[src/rtl/xreg_pkg.sv]
package xreg_pkg;
    localparam int unsigned DATA_W   = 8;
    localparam int unsigned ADDR_W   = 4;
    localparam int unsigned SIZE_W   = 8;
    localparam logic [ADDR_W-1:0] OFS_INDEX = 4'hE;
    localparam logic [ADDR_W-1:0] OFS_DATA  = 4'hF;

    typedef enum logic [1:0] {
        CS_DARK  = 2'd0,
        CS_LATCH = 2'd1,
        CS_SHOWN = 2'd2
    } cur_state_e;
endpackage

[src/rtl/xreg_index.sv]
module xreg_index #(
    parameter int unsigned IDX_W = 8
) (
    input  logic             clk,
    input  logic             rst_n,
    input  logic             load,
    input  logic [IDX_W-1:0] load_val,
    output logic [IDX_W-1:0] idx
);
    always_ff @(posedge clk) begin
        if (!rst_n) begin
            idx <= '0;
        end else if (load) begin
            idx <= load_val;
        end
    end
endmodule

[src/rtl/xreg_array.sv]
module xreg_array #(
    parameter int unsigned DATA_W  = 8,
    parameter int unsigned IDX_W   = 8,
    parameter int unsigned HLO_IDX = 8'h30,
    parameter int unsigned HHI_IDX = 8'h31,
    parameter int unsigned VLO_IDX = 8'h32,
    parameter int unsigned VHI_IDX = 8'h33
) (
    input  logic              clk,
    input  logic              rst_n,
    input  logic              wr_en,
    input  logic [IDX_W-1:0]  sel_idx,
    input  logic [DATA_W-1:0] wr_data,
    output logic [DATA_W-1:0] rd_data,
    output logic [DATA_W-1:0] tap_hlo,
    output logic [DATA_W-1:0] tap_hhi,
    output logic [DATA_W-1:0] tap_vlo,
    output logic [DATA_W-1:0] tap_vhi
);
    localparam int unsigned DEPTH = 1 << IDX_W;

    logic [DATA_W-1:0] mem [DEPTH];

    for (genvar e = 0; e < DEPTH; e++) begin : g_entry
        always_ff @(posedge clk) begin
            if (!rst_n) begin
                mem[e] <= '0;
            end else if (wr_en && (sel_idx == IDX_W'(e))) begin
                mem[e] <= wr_data;
            end
        end
    end

    assign rd_data = mem[sel_idx];
    assign tap_hlo = mem[HLO_IDX];
    assign tap_hhi = mem[HHI_IDX];
    assign tap_vlo = mem[VLO_IDX];
    assign tap_vhi = mem[VHI_IDX];
endmodule

[src/rtl/xreg_cursor_fsm.sv]
module xreg_cursor_fsm
    import xreg_pkg::*;
#(
    parameter int unsigned DATA_W = 8
) (
    input  logic                clk,
    input  logic                rst_n,
    input  logic                vhi_wr,
    input  logic [DATA_W-1:0]   hlo,
    input  logic [DATA_W-1:0]   hhi,
    input  logic [DATA_W-1:0]   vlo,
    input  logic [DATA_W-1:0]   vhi,
    output logic [2*DATA_W-1:0] pos_x,
    output logic [2*DATA_W-1:0] pos_y,
    output logic                en,
    output logic                upd
);
    cur_state_e state_q, state_d;

    // next-state logic: T_ARM, T_RELATCH, T_SETTLE
    always_comb begin
        state_d = state_q;
        unique case (state_q)
            CS_DARK:  if (vhi_wr) state_d = CS_LATCH;
            CS_SHOWN: if (vhi_wr) state_d = CS_LATCH;
            CS_LATCH: state_d = vhi_wr ? CS_LATCH : CS_SHOWN;
            default:  state_d = CS_DARK;
        endcase
    end

    always_ff @(posedge clk) begin
        if (!rst_n) begin
            state_q <= CS_DARK;
        end else begin
            state_q <= state_d;
        end
    end

    // output registers: loaded while in CS_LATCH
    always_ff @(posedge clk) begin
        if (!rst_n) begin
            pos_x <= '0;
            pos_y <= '0;
            en    <= 1'b0;
            upd   <= 1'b0;
        end else begin
            upd <= 1'b0;
            unique case (state_q)
                CS_LATCH: begin
                    pos_x <= {hhi, hlo};
                    pos_y <= {vhi, vlo};
                    en    <= 1'b1;
                    upd   <= 1'b1;
                end
                CS_DARK, CS_SHOWN: ;
                default: ;
            endcase
        end
    end
endmodule

[src/rtl/xreg_cursor.sv]
module xreg_cursor
    import xreg_pkg::*;
#(
    parameter int unsigned IDX_W     = 8,
    parameter int unsigned HLO_IDX   = 8'h30,
    parameter int unsigned HHI_IDX   = 8'h31,
    parameter int unsigned VLO_IDX   = 8'h32,
    parameter int unsigned VHI_IDX   = 8'h33,
    parameter int unsigned CUR_W_PIX = 12,
    parameter int unsigned CUR_H_PIX = 22
) (
    input  logic                clk,
    input  logic                rst_n,
    input  logic                bus_sel,
    input  logic                bus_wr,
    input  logic [3:0]          bus_addr,
    input  logic [7:0]          bus_wdata,
    output logic [7:0]          bus_rdata,
    output logic                bus_rvalid,
    output logic [15:0]         cur_x,
    output logic [15:0]         cur_y,
    output logic                cur_en,
    output logic                cur_upd,
    output logic [7:0]          cur_w,
    output logic [7:0]          cur_h
);
    localparam int unsigned POS_W = 2 * DATA_W;

    logic              hit_idx, hit_dat;
    logic              idx_load, dat_wr, rd_req, vhi_wr;
    logic [IDX_W-1:0]  idx_q;
    logic [DATA_W-1:0] arr_rd, t_hlo, t_hhi, t_vlo, t_vhi;
    logic [DATA_W-1:0] rd_mux;
    logic [POS_W-1:0]  px, py;

    assign hit_idx  = bus_sel && (bus_addr == OFS_INDEX);
    assign hit_dat  = bus_sel && (bus_addr == OFS_DATA);
    assign idx_load = hit_idx && bus_wr;
    assign dat_wr   = hit_dat && bus_wr;
    assign rd_req   = bus_sel && !bus_wr;
    assign vhi_wr   = dat_wr && (idx_q == IDX_W'(VHI_IDX));

    xreg_index #(.IDX_W(IDX_W)) u_index (
        .clk      (clk),
        .rst_n    (rst_n),
        .load     (idx_load),
        .load_val (bus_wdata[IDX_W-1:0]),
        .idx      (idx_q)
    );

    xreg_array #(
        .DATA_W (DATA_W), .IDX_W (IDX_W),
        .HLO_IDX(HLO_IDX), .HHI_IDX(HHI_IDX),
        .VLO_IDX(VLO_IDX), .VHI_IDX(VHI_IDX)
    ) u_array (
        .clk     (clk),
        .rst_n   (rst_n),
        .wr_en   (dat_wr),
        .sel_idx (idx_q),
        .wr_data (bus_wdata),
        .rd_data (arr_rd),
        .tap_hlo (t_hlo),
        .tap_hhi (t_hhi),
        .tap_vlo (t_vlo),
        .tap_vhi (t_vhi)
    );

    xreg_cursor_fsm #(.DATA_W(DATA_W)) u_fsm (
        .clk    (clk),
        .rst_n  (rst_n),
        .vhi_wr (vhi_wr),
        .hlo    (t_hlo),
        .hhi    (t_hhi),
        .vlo    (t_vlo),
        .vhi    (t_vhi),
        .pos_x  (px),
        .pos_y  (py),
        .en     (cur_en),
        .upd    (cur_upd)
    );

    always_comb begin
        rd_mux = '0;
        if (bus_addr == OFS_INDEX) begin
            rd_mux = DATA_W'(idx_q);
        end else if (bus_addr == OFS_DATA) begin
            rd_mux = arr_rd;
        end
    end

    always_ff @(posedge clk) begin
        if (!rst_n) begin
            bus_rdata  <= '0;
            bus_rvalid <= 1'b0;
        end else begin
            bus_rvalid <= rd_req;
            if (rd_req) begin
                bus_rdata <= rd_mux;
            end
        end
    end

    assign cur_x = px;
    assign cur_y = py;
    assign cur_w = SIZE_W'(CUR_W_PIX);
    assign cur_h = SIZE_W'(CUR_H_PIX);
endmodule

[config.mk]
export PLATFORM = sky130hd
export DESIGN_NAME = xreg_cursor
export DESIGN_NICKNAME = d
export VERILOG_FILES = /design/src/rtl/xreg_pkg.sv /design/src/rtl/xreg_index.sv /design/src/rtl/xreg_array.sv /design/src/rtl/xreg_cursor_fsm.sv /design/src/rtl/xreg_cursor.sv
export SDC_FILE = /design/constraint.sdc
export NUM_CORES = 2
export LEC_CHECK = 0
export BUFFER_PORTS_ARGS = -buffer_cell sky130_fd_sc_hd__buf_2
export CAP_MARGIN = 20
export CORE_UTILIZATION = 53
export CTS_BUF_LIST = sky130_fd_sc_hd__clkbuf_4 sky130_fd_sc_hd__clkbuf_8 sky130_fd_sc_hd__clkbuf_16
export CTS_CLUSTER_SIZE = 40
export DETAILED_ROUTE_END_ITERATION = 8
export GPL_ROUTABILITY_DRIVEN = 0
export PLACE_DENSITY = 0.78
export SLEW_MARGIN = 0
export SYNTH_ARGS = -nofsm -noshare
export SYNTH_HDL_FRONTEND = slang
export SYNTH_SLANG_ARGS = --single-unit
[constraint.sdc]
create_clock -name clk -period 6.4 [get_ports clk]
set_input_delay 1.28 -clock clk [delete_from_list [all_inputs] [get_ports clk]]
set_output_delay 1.28 -clock clk [all_outputs]
set_load 0.005 [all_outputs]
Word-level counts from Yosys, hierarchy flattened:

Memory sizes are Yosys's and may differ from the RTL's. A register that Yosys moved wholly into a read port is not among the register bits.
Cells that the tools add are included.
W data, S select, Z words.

* memories: 1
* word-level logic and storage cells: 1825
* output and inout port bits: 59
* flip-flop bits (word level): 21
* bits in writable memories: 2048

Memories
* u_array.mem: depth 256, width 8, read ports 5, clocked after memory_dff 5, write ports 256, line xreg_array.sv:22 `logic [DATA_W-1:0] mem [DEPTH];`

* mux-type cells: 1033
* bitwise gates (word level): 256
* reductions and logical operators: 269
* equal/unequal tests: 260

Operators with widths (number)
* $mux W8: 260
* $eq A8 B8 Y1 const B: 128
* $mux W1: 770
* $eq A8 B7 Y1 const B: 64
* $logic_and A1 B1 Y1: 261
* $eq A8 B6 Y1 const B: 32
* $or A1 B1 Y1: 256
* $eq A8 B5 Y1 const B: 16
* $eq A8 B4 Y1 const B: 8
* $eq A8 B3 Y1 const B: 4
* $eq A8 B2 Y1 const B: 2
* $eq A4 B4 Y1 const B: 2
* $eq A8 B1 Y1 const B: 1
* $logic_not A8 Y1: 1
* $logic_not A1 Y1: 5
* $mux W2: 2
* $pmux W2 S2: 1
* $eq A2 B1 Y1 const B: 1
* $eq A2 B2 Y1 const B: 1
* $logic_not A2 Y1: 1
* $ne A2 B1 Y1 const B: 1
* $reduce_or A2 Y1: 1

Longest topological paths before layout:

* depth after elaboration: 8
* depth in mapped cells: 13
* depth with buffers taken out: 7

By module:

A second synthesis with hierarchy kept.

* cells, all modules: 6538
* area, all modules: 96398.7 µm²

By module, submodules not included
* xreg_array: cells an instance 6295, sequential area each 61499.0 µm², instances 1, area each 94035.2 µm²
* xreg_cursor_fsm: cells an instance 151, sequential area each 720.7 µm², instances 1, area each 1445.1 µm²
* xreg_cursor: cells an instance 67, sequential area each 180.2 µm², instances 1, area each 616.8 µm²
* xreg_index: cells an instance 25, sequential area each 160.2 µm², instances 1, area each 301.5 µm²

Worst setup path after synthesis:

Ideal clock, no wire load.

* path kind: input to register
* start: in bus_addr[2]
* end: mem u_array.mem[207][0], enable pin
* required time: 6.016 ns
* path slack: 2.958 ns
* data arrival time: 3.058 ns
* path buffers: 1
* cell stages on the path: 6
* cells stage by stage: and3_1 nand4_1 nor3_1 nand3_1 clkbuf_1 o21ai_0

RTL lines
* start, declared: line xreg_cursor.sv:16 `input logic [3:0] bus_addr,`
* end, declared: line xreg_array.sv:22

==> flow_summary_export.csv <==
group,metric,value,unit
synthesis,ys_seq_area_share,67.70,%
cts,hold_buffers,0,
route,firstDrtPassIters,8,
finish,design_area,102600,um2
synthesis,yosys_warnings,0,
power,p_int,22.66,mW
critical_path,max_stage_delay,1.03,ns
route,postRouteAntennaNets,0,
timing,finalSetupViolCount,0,
cts,clk_path_buf_depth,3,
route,drt_wl_total,274100,um
finish,final_cells,9150,
global_route,grt-ovfl-total,0,
critical_path,cp.buffers_inverters,1,
floorplan,dieArea,176500,um2
status,outcome,"finished, final reports clean",
timing,rsz0062_at_grt,"false",
power,power_density,280.1,nW/um2
synthesis,syn_area,92650,um2
route,routed_via_density,6.673,
critical_path,arrival,5.47,ns
cts,cts-htree-levels,4,
place,dpl_cell_area,95870,um2
finish,layout-drive-gt1-share,18.75,%
floorplan,io_pins,75,
timing,fin_crit,4.747,ns
job,drv_cap,0,
finish,final_cell_mix,"2110 x nor2_1, 2048 x edfxtp_1, 436 x mux4_2",
cts,worst_skew_pair.late_latency,0.86,ns
cts,cts_root_buf,"clkbuf_16",
finish,area_delta_synth_final,10.69,%
floorplan,die_h,420.1,um
cts,post-cts-setup-buffers,0,
finish,nNetsFinal,6668,
synthesis,async_flop_share,0,%
critical_path,critPathMaxFanout,45,
synthesis,yosysUniqueCellTypes,76,
floorplan,start_util,53.30,%
critical_path,required,7.12,ns
cts,cts_tree,"built",
power,irDropWorstVdd,0.2334,mV
critical_path,critPathCaptureType,"flop",
route,drt_iter0_drc,10980,
floorplan,die_w,420.1,um
synthesis,synth_top_area_share,66.38,%
critical_path,slowest_stage,"nor3_1",
critical_path,crit_family,"compound AO/OA/AOI/OAI gates",
finish,final_common_cell,"nor2_1",
power,seqPwrFrac,54.6,%
synthesis,ys_seq_elements,2109,
global_route,grt_max_degree,196,
route,drcViolationCount,0,
synthesis,avgSynthCellArea,13.97,um2
cts,clkTransAtPathRegs,0.06,ns
cts,post_cts_resized,0,
power,p_sw,6.062,mW
global_route,grt_use_total,30.93,%
floorplan,row_count,153,
power,p_leak,32.70,nW
timing,max_freq,210.7,MHz
global_route,antenna_found_initial,7,
floorplan,core,173800,um2
critical_path,crit_chain,"buf_12 > mux4_2 > a22o_1 > a221oi_1 > o21ai_0 > nor3_1 > a211oi_1 > o2bb2ai_1",
timing,post-route-period-util,74.17,%
min_path,min_path_type,"reg2reg",
cts,cts_buffers,199,
synthesis,synth_edf_count,2048,
global_route,grt_pass1_vias,58920,
place,portBuffers,58,
cts,cts.sinks,2109,
power,clock_power_share,41.9,%
synthesis,ys.flop_type,"edfxtp_1",
power,switching_share,21.10,%
power,power_frac_comb,3.5,%
timing,fin_skew,0.03761,ns
critical_path,cp-start-kind,"flop",
timing,max-slew-margin-rel,11.94,%
synthesis,yosysTopAreaCell,"edfxtp_1",
route,vias,61060,
global_route,grt_pass1_wl,394800,um
place,place_inst,8768,
timing,final_max_slew_viol_count,0,
critical_path,worstSetupPathType,"reg2reg",
place,place_hpwl,169700,um
timing,worstMarginPinSlew,1.311,ns
timing,fin_setup_tns,0,ns
timing,hold_viol,0,
synthesis,synthTopCellsByArea,"edfxtp_1 66%, mux4_2 11%, nor2_1 8.6%, mux2i_1 2.3%, clkbuf_1 2.0%",
route,wl_per_cell,29.96,um
synthesis,syn_inst,6634,
==> cell families after synthesis <==
group / Yosys count / share of synthesized area [%]
AO/OA/AOI/OAI: 611 / 4.028
buffers and inverters: 664 / 3.744
flip-flops: 2109 / 67.70
multiplexers: 682 / 13.74
other: 2 / 0.008106
AND/OR/NAND/NOR: 2566 / 10.78
==> power groups by stage <==
stage                     clock network (mW)  logic, mW  registers [mW]
final                                   12.0       1.01            15.7
after detailed placement                   0      0.966            16.0
after floorplan                            0      0.544            15.9
after global placement                     0      0.943            15.9
after global routing                    12.5       1.03            15.7
after CTS                               12.0      0.974            15.7
==> metrics by stage <==
step | setup slack (ns) | utilization, % | hold slack (ns) | power [mW]
2_1_floorplan | 2.958 | - | 0.4355 | 16.44
3_5_place_dp | 1.592 | 55.16 | 0.4432 | 16.93
6_report | 1.653 | 59.00 | 0.4554 | 28.72
5_1_grt | 1.594 | 58.99 | 0.4676 | 29.25
3_3_place_gp | 1.708 | 55.13 | 0.4410 | 16.88
4_1_cts | 2.263 | 58.96 | 0.4556 | 28.65
==> layer usage <==
metal	routed length (um)	part of all wire (%)	track usage (%)
met2	124000	45	46.91
met3	42180	15	9.470
met1	88800	32	39.34
met5	55	0.020	0
met4	19080	7.0	18.46
==> synth_stat cells, types with 4 or more instances <==
master	instances
clkbuf_8	5
a311oi_1	5
nand4_1	4
o221ai_1	52
dfxtp_1	61
nor2_1	2111
o22ai_1	55
and2_1	9
a211oi_1	12
a211o_1	4
inv_1	5
o31ai_1	5
and3_1	19
a22o_1	10
a21oi_1	88
buf_1	8
clkbuf_1	485
nor2b_1	27
buf_4	53
nand2_1	297
a31oi_1	12
mux4_2	436
or4_1	4
o211ai_1	4
buf_8	15
mux2_2	8
edfxtp_1	2048
mux4_1	27
buf_2	37
o2111ai_1	5
a2111oi_0	6
nand3_1	38
nand2b_1	10
buf_6	40
nor3_1	26
a22oi_1	34
mux2i_1	211
buf_12	13
o21ai_0	290
==> flip-flops by register name (all words and copies together) (netlist names), named ones only <==
| signal | count |
|---|---|
| u_fsm.pos_x | 16 |
| u_fsm.state_q | 2 |
| u_fsm.upd | 1 |
| u_fsm.en | 1 |
| u_array.mem | 2048 |
| u_index.idx | 8 |
| bus_rdata | 8 |
| u_fsm.pos_y | 16 |
| bus_rvalid | 1 |
==> final timing paths <==
path,startpoint,to,slack (ns),cells after the start
hold / removal,u_fsm.pos_y[13],u_fsm.pos_y[13],0.46,2
hold reg to reg,u_fsm.pos_y[13],u_fsm.pos_y[13],0.46,2
setup / recovery,flop,bus_rdata[3],1.65,8
setup reg to reg,flop,bus_rdata[3],1.65,8
==> worst min-delay path, cell delays in order (launching register included) <==
cell	delay, ns
dfxtp_1	0.31
nand2_1	0.05
a21oi_1	0.05
==> layout make-up <==
class	count	area, um2
Fill cell	12670	71270
Sequential cell	2109	62740
Multi-Input combinational cell	3875	26670
Clock buffer	259	5515
Timing Repair Buffer	459	3576
Tap cell	2325	2909
Clock inverter	110	1096
Inverter	8	36.28
Antenna cell	5	12.51
Note: power is estimated with default switching activity, not from simulation.
